[config.mk]
export PLATFORM = sky130hd
export DESIGN_NAME = spi_cmd_engine
export DESIGN_NICKNAME = d
export VERILOG_FILES = /design/src/rtl/spi_cmd_pkg.sv /design/src/rtl/spi_cmd_decode.sv /design/src/rtl/spi_cmd_txser.sv /design/src/rtl/spi_cmd_engine.sv
export SDC_FILE = /design/constraint.sdc
export NUM_CORES = 1
export LEC_CHECK = 0
export ABC_CLOCK_PERIOD_IN_PS = 3500
export BUFFER_PORTS_ARGS = -buffer_cell sky130_fd_sc_hd__buf_2
export CAP_MARGIN = 40
export CORE_MARGIN = 3
export CORE_UTILIZATION = 60
export DETAILED_ROUTE_END_ITERATION = 12
export PLACE_DENSITY = 0.86
export SYNTH_ARGS = -nofsm -noshare
export SYNTH_HDL_FRONTEND = slang
export SYNTH_SLANG_ARGS = --single-unit
[constraint.sdc]
create_clock -name sclk -period 3.5 [get_ports sclk]
set_clock_uncertainty 0.2 [all_clocks]
set_input_delay 0.525 -clock sclk [delete_from_list [all_inputs] [get_ports sclk]]
set_output_delay 0.525 -clock sclk [all_outputs]
set_load 0.05 [all_outputs]
[src/rtl/spi_cmd_pkg.sv]
package spi_cmd_pkg;

    localparam int CMD_W  = 32;
    localparam int ADDR_W = 17;
    localparam int LEN_W  = 11;
    localparam int FN_W   = 2;
    localparam int BYTE_W = 8;

    typedef enum logic [2:0] {
        PH_IDLE,
        PH_CMD,
        PH_DELAY,
        PH_WDATA,
        PH_RDATA,
        PH_DONE
    } phase_t;

    typedef struct packed {
        logic              wr;
        logic              inc;
        logic [FN_W-1:0]   fn;
        logic [ADDR_W-1:0] addr;
        logic [LEN_W:0]    nbytes;
    } cmd_t;

endpackage

[src/rtl/spi_cmd_decode.sv]
module spi_cmd_decode
    import spi_cmd_pkg::*;
#(
    parameter int F1_CAP = 64
) (
    input  logic [CMD_W-1:0] word,
    output cmd_t             cmd,
    output logic             clipped
);

    localparam logic [LEN_W:0] MAX_BYTES = (LEN_W+1)'(1 << LEN_W);
    localparam logic [LEN_W:0] CAP_BYTES = (LEN_W+1)'(F1_CAP);

    logic [LEN_W-1:0] raw_len;
    logic [LEN_W:0]   full_len;

    always_comb begin
        raw_len    = word[LEN_W-1:0];
        full_len   = (raw_len == '0) ? MAX_BYTES : {1'b0, raw_len};
        cmd.wr     = word[CMD_W-1];
        cmd.inc    = word[CMD_W-2];
        cmd.fn     = word[CMD_W-3 -: FN_W];
        cmd.addr   = word[LEN_W +: ADDR_W];
        clipped    = (cmd.fn == FN_W'(1)) && (full_len > CAP_BYTES);
        cmd.nbytes = clipped ? CAP_BYTES : full_len;
    end

endmodule

[src/rtl/spi_cmd_txser.sv]
module spi_cmd_txser
    import spi_cmd_pkg::*;
(
    input  logic              sclk,
    input  logic              rst_n,
    input  logic              cap,
    input  logic [BYTE_W-1:0] cap_data,
    input  logic              launch,
    input  logic              shift,
    input  logic              clear,
    output logic              sdo
);

    typedef struct packed {
        logic [BYTE_W-1:0] rbuf;
        logic [BYTE_W-2:0] sh;
        logic              out;
    } tx_t;

    tx_t q, d;

    always_comb begin
        d = q;
        if (cap) begin
            d.rbuf = cap_data;
        end
        if (clear) begin
            d.out = 1'b0;
            d.sh  = '0;
        end else if (launch) begin
            {d.out, d.sh} = q.rbuf;
        end else if (shift) begin
            {d.out, d.sh} = {q.sh, 1'b0};
        end
    end

    always_ff @(posedge sclk or negedge rst_n) begin
        if (!rst_n) q <= '0;
        else        q <= d;
    end

    assign sdo = q.out;

endmodule

[src/rtl/spi_cmd_engine.sv]
module spi_cmd_engine
    import spi_cmd_pkg::*;
#(
    parameter int DELAY_CLKS = 32,
    parameter int F1_CAP     = 64
) (
    input  logic              sclk,
    input  logic              rst_n,
    input  logic              csn,
    input  logic              sdi,
    output logic              sdo,
    output logic [FN_W-1:0]   acc_func,
    output logic [ADDR_W-1:0] acc_addr,
    output logic              acc_wr,
    output logic [BYTE_W-1:0] acc_wdata,
    output logic              acc_rd,
    input  logic [BYTE_W-1:0] acc_rdata,
    output logic              len_clip_err
);

    localparam int CNT_W = $clog2((DELAY_CLKS > CMD_W) ? DELAY_CLKS : CMD_W);
    localparam logic [CNT_W-1:0] CMD_LAST = CNT_W'(CMD_W - 1);
    localparam logic [CNT_W-1:0] DLY_LAST = CNT_W'(DELAY_CLKS - 1);
    localparam logic [CNT_W-1:0] FETCH_AT = CNT_W'(DELAY_CLKS - 3);
    localparam logic [CNT_W-1:0] BIT_LAST = CNT_W'(BYTE_W - 1);

    typedef struct packed {
        phase_t            phase;
        logic [CNT_W-1:0]  cnt;
        logic [CMD_W-2:0]  sh;
        logic              inc;
        logic [FN_W-1:0]   fn;
        logic              pend;
        logic [ADDR_W-1:0] addr;
        logic [LEN_W:0]    rem;
        logic [ADDR_W-1:0] acc_addr;
        logic [BYTE_W-1:0] wdata;
        logic              wr;
        logic              rd;
        logic              err;
    } eng_t;

    eng_t q, d;

    cmd_t              dec_cmd;
    logic              dec_clip;
    logic              tx_launch;
    logic              tx_shift;
    logic              tx_clear;
    logic              slot;
    phase_t            eph;
    logic [ADDR_W-1:0] nxt_addr;

    spi_cmd_decode #(
        .F1_CAP (F1_CAP)
    ) u_dec (
        .word    ({q.sh, sdi}),
        .cmd     (dec_cmd),
        .clipped (dec_clip)
    );

    always_comb begin
        d         = q;
        d.wr      = 1'b0;
        d.rd      = 1'b0;
        tx_launch = 1'b0;
        tx_shift  = 1'b0;
        tx_clear  = 1'b0;
        slot      = 1'b0;
        nxt_addr  = q.inc ? q.addr + 1'b1 : q.addr;

        eph = q.phase;
        if (q.phase == PH_IDLE) begin
            eph = q.pend ? PH_DELAY : PH_CMD;
        end

        if (csn) begin
            d.phase  = PH_IDLE;
            d.cnt    = '0;
            tx_clear = 1'b1;
        end else begin
            d.phase = eph;
            case (eph)
                PH_CMD: begin
                    d.sh  = {q.sh[CMD_W-3:0], sdi};
                    d.cnt = q.cnt + 1'b1;
                    if (q.cnt == CMD_LAST) begin
                        d.cnt  = '0;
                        d.inc  = dec_cmd.inc;
                        d.fn   = dec_cmd.fn;
                        d.addr = dec_cmd.addr;
                        d.rem  = dec_cmd.nbytes;
                        if (dec_clip) begin
                            d.err = 1'b1;
                        end
                        if (dec_cmd.wr) begin
                            d.phase = PH_WDATA;
                        end else begin
                            d.phase = PH_DELAY;
                            d.pend  = 1'b1;
                        end
                    end
                end
                PH_DELAY: begin
                    d.cnt = q.cnt + 1'b1;
                    if (q.cnt == FETCH_AT) begin
                        d.rd       = 1'b1;
                        d.acc_addr = q.addr;
                    end
                    if (q.cnt == DLY_LAST) begin
                        slot = 1'b1;
                    end
                end
                PH_WDATA: begin
                    d.sh  = {q.sh[CMD_W-3:0], sdi};
                    d.cnt = (q.cnt == BIT_LAST) ? '0 : q.cnt + 1'b1;
                    if (q.cnt == BIT_LAST) begin
                        d.wr       = 1'b1;
                        d.wdata    = {q.sh[BYTE_W-2:0], sdi};
                        d.acc_addr = q.addr;
                        d.addr     = nxt_addr;
                        d.rem      = q.rem - 1'b1;
                        if (q.rem == (LEN_W+1)'(1)) begin
                            d.phase = PH_DONE;
                        end
                    end
                end
                PH_RDATA: begin
                    d.cnt = (q.cnt == BIT_LAST) ? '0 : q.cnt + 1'b1;
                    if (q.cnt == '0) begin
                        slot = 1'b1;
                    end else begin
                        tx_shift = 1'b1;
                    end
                end
                default: begin
                end
            endcase

            if (slot) begin
                if (q.rem == '0) begin
                    d.phase  = PH_DONE;
                    tx_clear = 1'b1;
                end else begin
                    tx_launch = 1'b1;
                    d.phase   = PH_RDATA;
                    d.cnt     = CNT_W'(1);
                    d.pend    = 1'b0;
                    d.rem     = q.rem - 1'b1;
                    d.addr    = nxt_addr;
                    if (q.rem != (LEN_W+1)'(1)) begin
                        d.rd       = 1'b1;
                        d.acc_addr = nxt_addr;
                    end
                end
            end
        end
    end

    always_ff @(posedge sclk or negedge rst_n) begin
        if (!rst_n) q <= '0;
        else        q <= d;
    end

    spi_cmd_txser u_tx (
        .sclk     (sclk),
        .rst_n    (rst_n),
        .cap      (q.rd),
        .cap_data (acc_rdata),
        .launch   (tx_launch),
        .shift    (tx_shift),
        .clear    (tx_clear),
        .sdo      (sdo)
    );

    assign acc_func     = q.fn;
    assign acc_addr     = q.acc_addr;
    assign acc_wr       = q.wr;
    assign acc_wdata    = q.wdata;
    assign acc_rd       = q.rd;
    assign len_clip_err = q.err;

endmodule

==> results.sh <==
export IMPL_crit_type="register to register"
export IMPL_initial_core_util_pct=62.1
export IMPL_synth_largest_area_cell="dfrtp_1"
export IMPL_fin_util_pct=69.7
export IMPL_rsz0062_at_grt="no"
export IMPL_die_area_um2=12100
export IMPL_synth_seq_cells=116
export IMPL_core_area_um2=10400
export IMPL_post_route_period_util_pct=91.8
export IMPL_p_leak_nw=3.12
export IMPL_arrival_ps=3460
export IMPL_critical_path_top_delay_family="compound AO/OA/AOI/OAI gates"
export IMPL_grt_ovfl_total=0
export IMPL_dpl_cell_area_um2=6610
export IMPL_clock_path_buffers=2
export IMPL_crit_required_ps=3750
export IMPL_dp_cells=765
export IMPL_ys_top_cells_by_count="dfrtp_1 (116), mux2_2 (50), nor2_1 (36)"
export IMPL_finalSetupTns_ps=0
export IMPL_drtIter0Drc=763
export IMPL_synthMuxAreaShare_pct=9.79
export IMPL_nFillCells=768
export IMPL_track_usage_pct=28.8
export IMPL_syn_inst=639
export IMPL_synth_flop_cell="dfrtp_1"
export IMPL_worstHoldPathType="primary input to register"
export IMPL_yosysMostFrequentCell="dfrtp_1"
export IMPL_crit_top_cell="ha_1"
export IMPL_synthArstFlopShare_pct=100
export IMPL_period_minus_slack_ps=3210
export IMPL_cts_buffers=17
export IMPL_multi_input_area_um2=3110
export IMPL_antenna_left=0
export IMPL_grt_busiest_layer="met2"
export IMPL_layout_area_overhead_vs_synth_pct=12.1
export IMPL_root_buffer="clkbuf_8"
export IMPL_cts_tree="done"
export IMPL_grt_util_met2_pct=41.9
export IMPL_critPathMaxFanout=14
export IMPL_io_pin_count=43
export IMPL_path_cells="ha_1 -> and3_1 -> ha_1 -> or3b_2 -> a2bb2oi_1 -> buf_4 -> a22o_1 -> a22oi_1 -> o22ai_1"
export IMPL_core_rowCount=37
export IMPL_max_freq_mhz=311
export IMPL_synth_edff_count=0
export IMPL_synth_top_area_share_pct=44.9
export IMPL_postLayoutCellArea_um2=7260
export IMPL_slew_headroom_pct=40.9
export IMPL_power_mw=4.20
export IMPL_drv_slew=0
export IMPL_cp_num_buf_inv=1
export IMPL_status="completed"
export IMPL_synthAdderAreaFrac_pct=1.35
export IMPL_hold_buffers=1
export IMPL_avgSynthCellArea_um2=10.1
export IMPL_post_dp_hpwl_mm=11.0
export IMPL_synth_area_um2=6470
export IMPL_antenna_found_initial=0
export IMPL_synth_top_family_by_area="compound AO/OA/AOI/OAI gates"
export IMPL_portBuffers=42
export IMPL_cp_slowest_cell="a2bb2oi_1"
export IMPL_synthTopCellsByArea="dfrtp_1 (45%), mux2_2 (8.7%), a221o_1 (3.4%), buf_4 (3.2%), o21ai_0 (2.3%)"
export IMPL_hold_ws_ps=26.9
export IMPL_clk_latency_ps=530
export IMPL_wire_per_inst_um=20.7
export IMPL_grt_use_met3_pct=7.57
export IMPL_yosysWarnings=0
export IMPL_die_w_um=110
export IMPL_maxCapViolations=0
export IMPL_gp_congestion=0.927
export IMPL_wl_mm=16.5
export IMPL_clock_sinks=116
export IMPL_die_h_um=110
export IMPL_grt_pass1_wl_mm=26.8
export IMPL_synth_compound_area_share_pct=20.2
export IMPL_final_cells=799
export IMPL_synth_xor_area_share_pct=0.406
export IMPL_vias=5462
export IMPL_end_kind="register"
export IMPL_first_global_vias=5094
export IMPL_synth_nets=658
export IMPL_post_cts_buffers=0
export IMPL_finalSetupViolations=0
export IMPL_p_per_area_nw_per_um2=579
export IMPL_drive_gt1_share_pct=24.6
export IMPL_slowest_delay_ps=730
export IMPL_dr_pass1_iters=6
export IMPL_num_antenna_cells=0
export IMPL_yosysUniqueCellTypes=74
export IMPL_h_tree_depth=4
export IMPL_gr_usage_met1_pct=41.1
export IMPL_layout_nets=669
export IMPL_ir_drop_v=0.000382
export IMPL_fin_ws_ps=287
export IMPL_yosysSeqAreaShare_pct=44.9
export IMPL_cts_resized=0
export IMPL_place_ws_ps=405
export IMPL_drc_errors=0
export IMPL_yosys_area_share_simple_pct=16.2
export IMPL_path_clk_slew_ps=60
export IMPL_start_kind="register"
export IMPL_worst_pin_slew_ps=883
export IMPL_seqCellArea_um2=2900
export IMPL_hold_violations=0
export IMPL_grt_max_degree=84
export IMPL_post_drt_via_cell_ratio=6.84
cell usage in the layout, fill, tap and decap left out, drive strengths merged, types with 5 or more instances in the layout:
cell,count
dfrtp,116
buf,61
mux2,50
o21ai,40
nor2,37
nand2,35
a21oi,26
nor3,26
nand3,24
a221o,22
inv,19
clkbuf,19
a22oi,10
o22ai,9
nand4,9
or3,8
a22o,8
or4,8
a32oi,7
mux2i,7
ha,7
and3,6
nor2b,6
nor4,6
and4,5
a21o,5
a31oi,5
and2,5
registers in the layout, summed over array words and instances (netlist names):
name,count
acc_addr,17
acc_func,2
acc_rd,1
acc_wdata,8
acc_wr,1
len_clip_err,1
q,70
u_tx.q,15
u_tx.sdo,1
cell type report:
cell class | instances | area share, %
Inverter | 17 | 0.879
Tap cell | 136 | 2.35
Clock buffer | 18 | 5.90
Clock inverter | 14 | 2.79
Sequential cell | 116 | 40.0
Timing Repair Buffer | 63 | 5.28
Multi-Input combinational cell | 435 | 42.8
per-layer routing:
layer  wire, um  part of all wire (%)  vias up
met4        248                   1.5        0
li1           -                     -     2431
met5          0                     0        -
met3       1580                   9.6       33
met2       7590                    46      338
met1       7090                    43     2660
final timing paths:
| kind | startpoint | endpoint | slack, ps | cells past startpoint |
|---|---|---|---|---|
| worst max-delay path | q[92]$_DFF_PN0_ | q[50]$_DFFE_PN0N_ | 290 | 9 |
| worst min register to register | acc_addr[1]$_DFFE_PN0N_ | acc_addr[1]$_DFFE_PN0N_ | 270 | 1 |
| max in group asynchronous | rst_n | q[42]$_DFFE_PN0N_ | 2030 | 3 |
| worst max register to register | q[92]$_DFF_PN0_ | q[50]$_DFFE_PN0N_ | 290 | 9 |
| min in group asynchronous | rst_n | u_tx.q[7]$_DFFE_PN0P_ | 280 | 2 |
| worst min-delay path | acc_rdata[0] | u_tx.q[8]$_DFFE_PN0P_ | 30 | 2 |
cell families (layout without fill, tap and decap cells):
kind of cell / Yosys count / in the layout
AOI/OAI and AO/OA: 177 / 177
xor gates and xnor gates: 3 / 3
adders and majority gates: 7 / 7
buffers and inverters: 88 / 112
DFF: 116 / 116
muxes: 57 / 57
and+or+nand+nor: 191 / 191
power breakdown:
| group | switching (mW) | internal [mW] | leakage [nW] |
|---|---|---|---|
| logic | 0.268 | 0.250 | 1.35 |
| clock network | 0.674 | 1.18 | 0.294 |
| registers | 0.269 | 1.56 | 1.48 |
Power figures use the tool's default switching activity.
